`src/rtl/agu_pkg.sv`:
```
package agu_pkg;

  typedef enum logic [2:0] {
    OP_ADDW   = 3'd0,
    OP_SC1    = 3'd1,
    OP_SC1W   = 3'd2,
    OP_SC2    = 3'd3,
    OP_SC2W   = 3'd4,
    OP_SC3    = 3'd5,
    OP_SC3W   = 3'd6,
    OP_SHLW   = 3'd7
  } agu_op_e;

  localparam logic [6:0] MAJ_REG    = 7'b0110011;
  localparam logic [6:0] MAJ_REG32  = 7'b0111011;
  localparam logic [6:0] MAJ_IMM32  = 7'b0011011;
  localparam logic [6:0] F7_SCALE   = 7'b0010000;
  localparam logic [6:0] F7_ADDW    = 7'b0000100;
  localparam logic [5:0] F6_SHLW    = 6'b000010;

  function automatic logic op_is_word(agu_op_e op);
    return (op == OP_ADDW) || (op == OP_SC1W) || (op == OP_SC2W) ||
           (op == OP_SC3W) || (op == OP_SHLW);
  endfunction

  function automatic logic [1:0] op_scale(agu_op_e op);
    case (op)
      OP_SC1, OP_SC1W: return 2'd1;
      OP_SC2, OP_SC2W: return 2'd2;
      OP_SC3, OP_SC3W: return 2'd3;
      default:         return 2'd0;
    endcase
  endfunction

endpackage

```
`src/rtl/agu_decode.sv`:
```
module agu_decode
  import agu_pkg::*;
#(
  parameter int IW   = 32,
  parameter int SHW  = 6,
  parameter int IDXW = 5
) (
  input  logic [IW-1:0]   instr,
  output agu_op_e         op,
  output logic [SHW-1:0]  shamt,
  output logic [IDXW-1:0] dest,
  output logic            known
);
  logic [6:0] major;
  logic [2:0] f3;
  logic [6:0] f7;
  logic [5:0] f6;
  logic       unused_rs1;

  assign major      = instr[6:0];
  assign f3         = instr[14:12];
  assign f7         = instr[31:25];
  assign f6         = instr[31:26];
  assign shamt      = instr[20 +: SHW];
  assign dest       = instr[7 +: IDXW];
  assign unused_rs1 = ^instr[19:15];

  always_comb begin
    op    = OP_ADDW;
    known = 1'b0;
    case (major)
      MAJ_REG: begin
        if (f7 == F7_SCALE) begin
          case (f3)
            3'b010:  begin op = OP_SC1; known = 1'b1; end
            3'b100:  begin op = OP_SC2; known = 1'b1; end
            3'b110:  begin op = OP_SC3; known = 1'b1; end
            default: known = 1'b0;
          endcase
        end
      end
      MAJ_REG32: begin
        if (f7 == F7_ADDW && f3 == 3'b000) begin
          op = OP_ADDW; known = 1'b1;
        end else if (f7 == F7_SCALE) begin
          case (f3)
            3'b010:  begin op = OP_SC1W; known = 1'b1; end
            3'b100:  begin op = OP_SC2W; known = 1'b1; end
            3'b110:  begin op = OP_SC3W; known = 1'b1; end
            default: known = 1'b0;
          endcase
        end
      end
      MAJ_IMM32: begin
        if (f3 == 3'b001 && f6 == F6_SHLW) begin
          op = OP_SHLW; known = 1'b1;
        end
      end
      default: known = 1'b0;
    endcase
  end

endmodule

```
`src/rtl/agu_datapath.sv`:
```
module agu_datapath
  import agu_pkg::*;
#(
  parameter int XLEN   = 64,
  parameter int WORD   = 32,
  parameter int NSCALE = 4
) (
  input  agu_op_e                   op,
  input  logic [XLEN-1:0]           a,
  input  logic [XLEN-1:0]           b,
  input  logic [$clog2(XLEN)-1:0]   shamt,
  input  logic                      handled,
  output logic [XLEN-1:0]           res
);
  localparam int PADW = XLEN - WORD;

  logic [XLEN-1:0] low_zext;
  logic [XLEN-1:0] base;
  logic [XLEN-1:0] scaled [NSCALE];
  logic [XLEN-1:0] picked;
  logic [XLEN-1:0] sum;
  logic [XLEN-1:0] shl;

  assign low_zext = {{PADW{1'b0}}, a[WORD-1:0]};
  assign base     = op_is_word(op) ? low_zext : a;

  for (genvar k = 0; k < NSCALE; k++) begin : g_scale
    assign scaled[k] = base << k;
  end

  assign picked = scaled[op_scale(op)];
  assign sum    = picked + b;
  assign shl    = base << shamt;

  always_comb begin
    if (!handled)           res = '0;
    else if (op == OP_SHLW) res = shl;
    else                    res = sum;
  end

endmodule

```
`src/rtl/agu_outstage.sv`:
```
module agu_outstage #(
  parameter int XLEN    = 64,
  parameter int IDXW    = 5,
  parameter bit OUT_REG = 1'b1
) (
  input  logic            clk,
  input  logic            rst,
  input  logic            v_in,
  input  logic [XLEN-1:0] res_in,
  input  logic            we_in,
  input  logic            unh_in,
  input  logic [IDXW-1:0] dest_in,
  output logic            v_out,
  output logic [XLEN-1:0] res_out,
  output logic            we_out,
  output logic            unh_out,
  output logic [IDXW-1:0] dest_out
);
  if (OUT_REG) begin : g_reg
    always_ff @(posedge clk) begin
      if (rst) begin
        v_out    <= 1'b0;
        we_out   <= 1'b0;
        unh_out  <= 1'b0;
        res_out  <= '0;
        dest_out <= '0;
      end else begin
        v_out   <= v_in;
        we_out  <= we_in;
        unh_out <= unh_in;
        if (v_in) begin
          res_out  <= res_in;
          dest_out <= dest_in;
        end
      end
    end
  end else begin : g_comb
    logic unused_clk;
    assign unused_clk = clk ^ rst;
    assign v_out      = v_in;
    assign we_out     = we_in;
    assign unh_out    = unh_in;
    assign res_out    = res_in;
    assign dest_out   = dest_in;
  end

endmodule

```
`src/rtl/agu_alu.sv`:
```
module agu_alu
  import agu_pkg::*;
#(
  parameter int XLEN    = 64,
  parameter int WORD    = 32,
  parameter int IDXW    = 5,
  parameter int IW      = 32,
  parameter bit OUT_REG = 1'b1
) (
  input  logic                    clk,
  input  logic                    rst,
  input  logic                    in_valid,
  input  logic                    raw_mode,
  input  logic [2:0]              op_sel,
  input  logic [IW-1:0]           instr,
  input  logic [XLEN-1:0]         src_a,
  input  logic [XLEN-1:0]         src_b,
  input  logic [$clog2(XLEN)-1:0] shamt_imm,
  input  logic [IDXW-1:0]         dest_idx,
  output logic                    out_valid,
  output logic [XLEN-1:0]         result,
  output logic                    wr_en,
  output logic [IDXW-1:0]         dest_out,
  output logic                    unhandled
);
  localparam int SHW = $clog2(XLEN);

  agu_op_e         dec_op;
  logic [SHW-1:0]  dec_sh;
  logic [IDXW-1:0] dec_rd;
  logic            dec_ok;

  agu_op_e         op_use;
  logic [SHW-1:0]  sh_use;
  logic [IDXW-1:0] rd_use;
  logic            ok_use;
  logic [XLEN-1:0] res_c;
  logic            we_c;
  logic            unh_c;

  agu_decode #(.IW(IW), .SHW(SHW), .IDXW(IDXW)) u_dec (
    .instr (instr),
    .op    (dec_op),
    .shamt (dec_sh),
    .dest  (dec_rd),
    .known (dec_ok)
  );

  assign op_use = raw_mode ? dec_op : agu_op_e'(op_sel);
  assign sh_use = raw_mode ? dec_sh : shamt_imm;
  assign rd_use = raw_mode ? dec_rd : dest_idx;
  assign ok_use = raw_mode ? dec_ok : 1'b1;

  agu_datapath #(.XLEN(XLEN), .WORD(WORD), .NSCALE(4)) u_dp (
    .op      (op_use),
    .a       (src_a),
    .b       (src_b),
    .shamt   (sh_use),
    .handled (ok_use),
    .res     (res_c)
  );

  assign we_c  = in_valid & ok_use & (rd_use != '0);
  assign unh_c = in_valid & raw_mode & ~dec_ok;

  agu_outstage #(.XLEN(XLEN), .IDXW(IDXW), .OUT_REG(OUT_REG)) u_out (
    .clk      (clk),
    .rst      (rst),
    .v_in     (in_valid),
    .res_in   (res_c),
    .we_in    (we_c),
    .unh_in   (unh_c),
    .dest_in  (rd_use),
    .v_out    (out_valid),
    .res_out  (result),
    .we_out   (wr_en),
    .unh_out  (unhandled),
    .dest_out (dest_out)
  );

endmodule

```
`config.mk`:
```
export PLATFORM = sky130hd
export DESIGN_NAME = agu_alu
export DESIGN_NICKNAME = d
export VERILOG_FILES = /design/src/rtl/agu_pkg.sv /design/src/rtl/agu_decode.sv /design/src/rtl/agu_datapath.sv /design/src/rtl/agu_outstage.sv /design/src/rtl/agu_alu.sv
export SDC_FILE = /design/constraint.sdc
export NUM_CORES = 1
export LEC_CHECK = 0
export CAP_MARGIN = 15
export CORE_ASPECT_RATIO = 1.5
export CORE_MARGIN = 1.5
export CORE_UTILIZATION = 30
export CTS_BUF_LIST = sky130_fd_sc_hd__clkbuf_2
export DETAILED_ROUTE_END_ITERATION = 8
export DONT_BUFFER_PORTS = 1
export HOLD_SLACK_MARGIN = 0.06
export PLACE_DENSITY = 0.44
export SYNTH_ARGS = -nofsm -noshare
export SYNTH_HDL_FRONTEND = slang
export SYNTH_SLANG_ARGS = --single-unit
```
`constraint.sdc`:
```
create_clock -name clk -period 7.85 [get_ports clk]
set_input_delay 0.3925 -clock clk [delete_from_list [all_inputs] [get_ports clk]]
set_output_delay 0.3925 -clock clk [all_outputs]
set_load 0.02 [all_outputs]
```
==> results_dict.tcl <==
set metrics [dict create \
    final_max_slew_viol_count 0 \
    maxCapViolations 0 \
    cts_buffer_depth 2 \
    routed_wl_mm 56.6 \
    path_cells "and3b_1 -> nand3_1 -> nor4_4 -> nor3_2 -> nor3b_4 -> nor2_4 -> buf_12 -> mux2i_1 -> mux2i_1 -> ha_1 -> nand3_1 -> a211oi_1 -> nor3_1 -> a2111oi_1 -> o21ai_1 -> a21oi_1 -> nor2_1 -> nor4_1 -> mux2_2 -> a22oi_1" \
    fin_nets 1848 \
    powerDensity_nw_per_um2 145 \
    start_util 0.304 \
    antenna_left 0 \
    finalSetupViolCount 0 \
    dr.pass1.iters 5 \
    synth_top_flop_cell "dfxtp_1" \
    worstSkewPairLatency_ns 0.58 \
    track_usage 0.260 \
    grt_max_degree 72 \
    rsz0062_at_grt "false" \
    portBuffers 0 \
    postCtsSetupBuffers 0 \
    antenna_found_initial 1 \
    outcome "finished clean" \
    fp.coreArea_um2 40200 \
    setup_slack_ns 2.09 \
    reg2reg_depth 3 \
    whs_endpoint "u_out.unh_out" \
    dr_total_vias 13000 \
    clk_pin_slew_ns 0.22 \
    rrSetupSlack_ns 6.53 \
    num_rows 90 \
    switching_power_mw 0.970 \
    max_freq_ghz 0.173 \
    drive_gt1_frac 0.0814 \
    cts_root_buffer "clkbuf_2" \
    crit_required_ns 8.35 \
    die_w_um 168 \
    fin_tns_setup_ns 0 \
    place_ws_ns 1.55 \
    fin_crit_ns 5.76 \
    cts-hold-fix-buffers 16 \
    avgSynthCellArea_um2 7.30 \
    tritoncts "done" \
    arrival_ns 6.26 \
    rr_startpoint "u_out.res_out[7]" \
    async_flop_share 0 \
    cpLargestDelayFamily "simple AND/OR/NAND/NOR gates" \
    place_congestion 0.979 \
    start_kind "primary input" \
    first_global_vias 12600 \
    yosysWarnings 0 \
    overflow 0 \
    drc 0 \
    syn_inst 1674 \
    die-area_um2 42000 \
    ys_seq_elements 72 \
    viasPerCell 6.14 \
    power_frac_seq 0.247 \
    p_leak_nw 5.30 \
    finalClockSkew_ns 0 \
    cts_buffers 9 \
    slew_headroom 0.274 \
    slowest_stage "nor3_2" \
    cts_resized 0 \
    p_int_mw 0.888 \
    area_delta_synth_final_pct 5.10 \
    post-route-period-util 0.734 \
    synth-seq-area-share 0.118 \
    power_frac_comb 0.631 \
    grt_pass1_wl_mm 82.3 \
    critPathBufInv 1 \
    synth_enable_flop_cells 0 \
    clock_sinks 72 \
    crit_type "primary input to flip-flop" \
    hpwl_mm 46.0 \
    hold_viol 0 \
    endpoint_kind "flip-flop" \
    drt_iter0_drc 1083 \
    hp-class "primary input to flip-flop" \
    hold_path_depth 2 \
    slowest_delay_ns 0.86 \
    pin_count 250 \
    htree_levels 3 \
    routedWlPerCell_um 26.8 \
    r2r_end "u_out.res_out[7]" \
    synth_fp_nets 1918 \
    ys_types 94 \
    clkPwrFrac 0.123 \
    p_sw_frac 0.522 \
    tightestPinTransition_ns 1.08 \
    min_from "raw_mode" \
    syn_area_um2 12200 \
    ir_drop_v 0.0000678 \
    path_max_fanout 30 \
    dieHeight_um 250 \
]
## cell usage in the layout, fill, tap and decap left out, types with 12 or more instances in the layout
master / instances
nor3_1: 26
dlygate4sd3_1: 15
xnor2_1: 38
a21oi_1: 148
nand4_1: 24
and3_1: 21
xor2_1: 18
mux4_2: 29
dfxtp_1: 72
o21ai_1: 15
a22oi_1: 36
inv_1: 20
nor2_1: 157
a21o_1: 52
nand2_1: 209
o21ai_0: 93
a211oi_1: 26
a31oi_1: 25
nand3_1: 54
mux2i_1: 174
o211ai_1: 12
o22ai_1: 23
buf_4: 27
ha_1: 65
## worst max path at each step
| stage | from | endpoint | slack [ns] | cells after the start |
|---|---|---|---|---|
| after floorplan | instr[6] | u_out.res_out[44] | 2.97 | 23 |
| after global placement | instr[1] | u_out.res_out[61] | 1.60 | 20 |
| after detailed placement | instr[1] | u_out.res_out[61] | 1.55 | 20 |
| after CTS | instr[1] | u_out.res_out[61] | 2.14 | 20 |
| after global routing | instr[1] | u_out.res_out[61] | 1.64 | 20 |
| final | instr[1] | u_out.res_out[61] | 2.09 | 20 |
## worst reg2reg max path, cell delays in order (launching register included)
cell	delay [ns]
dfxtp_1	0.45
a22oi_2	0.22
nor2_2	0.04
dlygate4sd3_1	0.55
## cell usage after synthesis, types with 34 or more instances
master | instances | area share
a22oi_1 | 36 | 0.022
buf_2 | 34 | 0.014
xnor2_1 | 38 | 0.027
nand2_1 | 209 | 0.064
o21ai_0 | 93 | 0.038
a21o_1 | 52 | 0.032
dfxtp_1 | 72 | 0.12
nand3_1 | 54 | 0.022
mux2i_1 | 178 | 0.15
clkbuf_1 | 68 | 0.021
nor2_1 | 158 | 0.049
ha_1 | 65 | 0.067
a21oi_1 | 148 | 0.061
## cell families after synthesis
family,Yosys count,synth area share
flops,72,0.118
mux,217,0.208
simple gates,571,0.219
fa+ha+maj,66,0.0682
compound gates,545,0.290
buf+inv,146,0.0560
xor+xnor,57,0.0408
## final cells by class
type                            count  area [um^2]
Timing Repair Buffer               44          393
Clock inverter                      6         68.8
Clock buffer                       10         50.0
Tap cell                          506          633
Inverter                           21         78.8
Antenna cell                        1         2.50
Multi-Input combinational cell   1456        10200
Sequential cell                    72         1440
Fill cell                        4399        27400
## sequential cells by signal (all words and copies together), names as in the netlist
name	flops
u_out.res_out	64
u_out.unh_out	1
u_out.we_out	1
u_out.v_out	1
u_out.dest_out	5
## metrics by stage
stage | hold slack (ns) | power (mW) | instances | area [um^2] | util
CTS | 0.0884 | 1.86 | 2115 | 12800 | 0.320
detailed placement | 0.470 | 1.61 | 2083 | 12600 | 0.312
floorplan | 0.469 | 1.24 | 1674 | 12200 | -
global placement | 0.467 | 1.62 | 2083 | 12600 | 0.312
finish | 0.137 | 1.86 | 2116 | 12800 | 0.320
global route | 0.104 | 1.96 | 2116 | 12800 | 0.320
## metal layers
layer  vias up  GRT usage  wire [um]
met5         -          0          0
met4         0      0.127       3090
met3        81     0.0406       3020
met2       449      0.489      29700
met1      6292      0.281      20800
li1       6167          -          -
## power by group through the flow
stage          clock, mW  combinational [mW]  sequential [mW]
5_1_grt            0.250                1.25            0.462
4_1_cts            0.235                1.16            0.460
3_5_place_dp           0                1.14            0.468
2_1_floorplan          0               0.792            0.451
6_report           0.228                1.17            0.458
3_3_place_gp           0                1.15            0.467
Power figures use the tool's default switching activity.
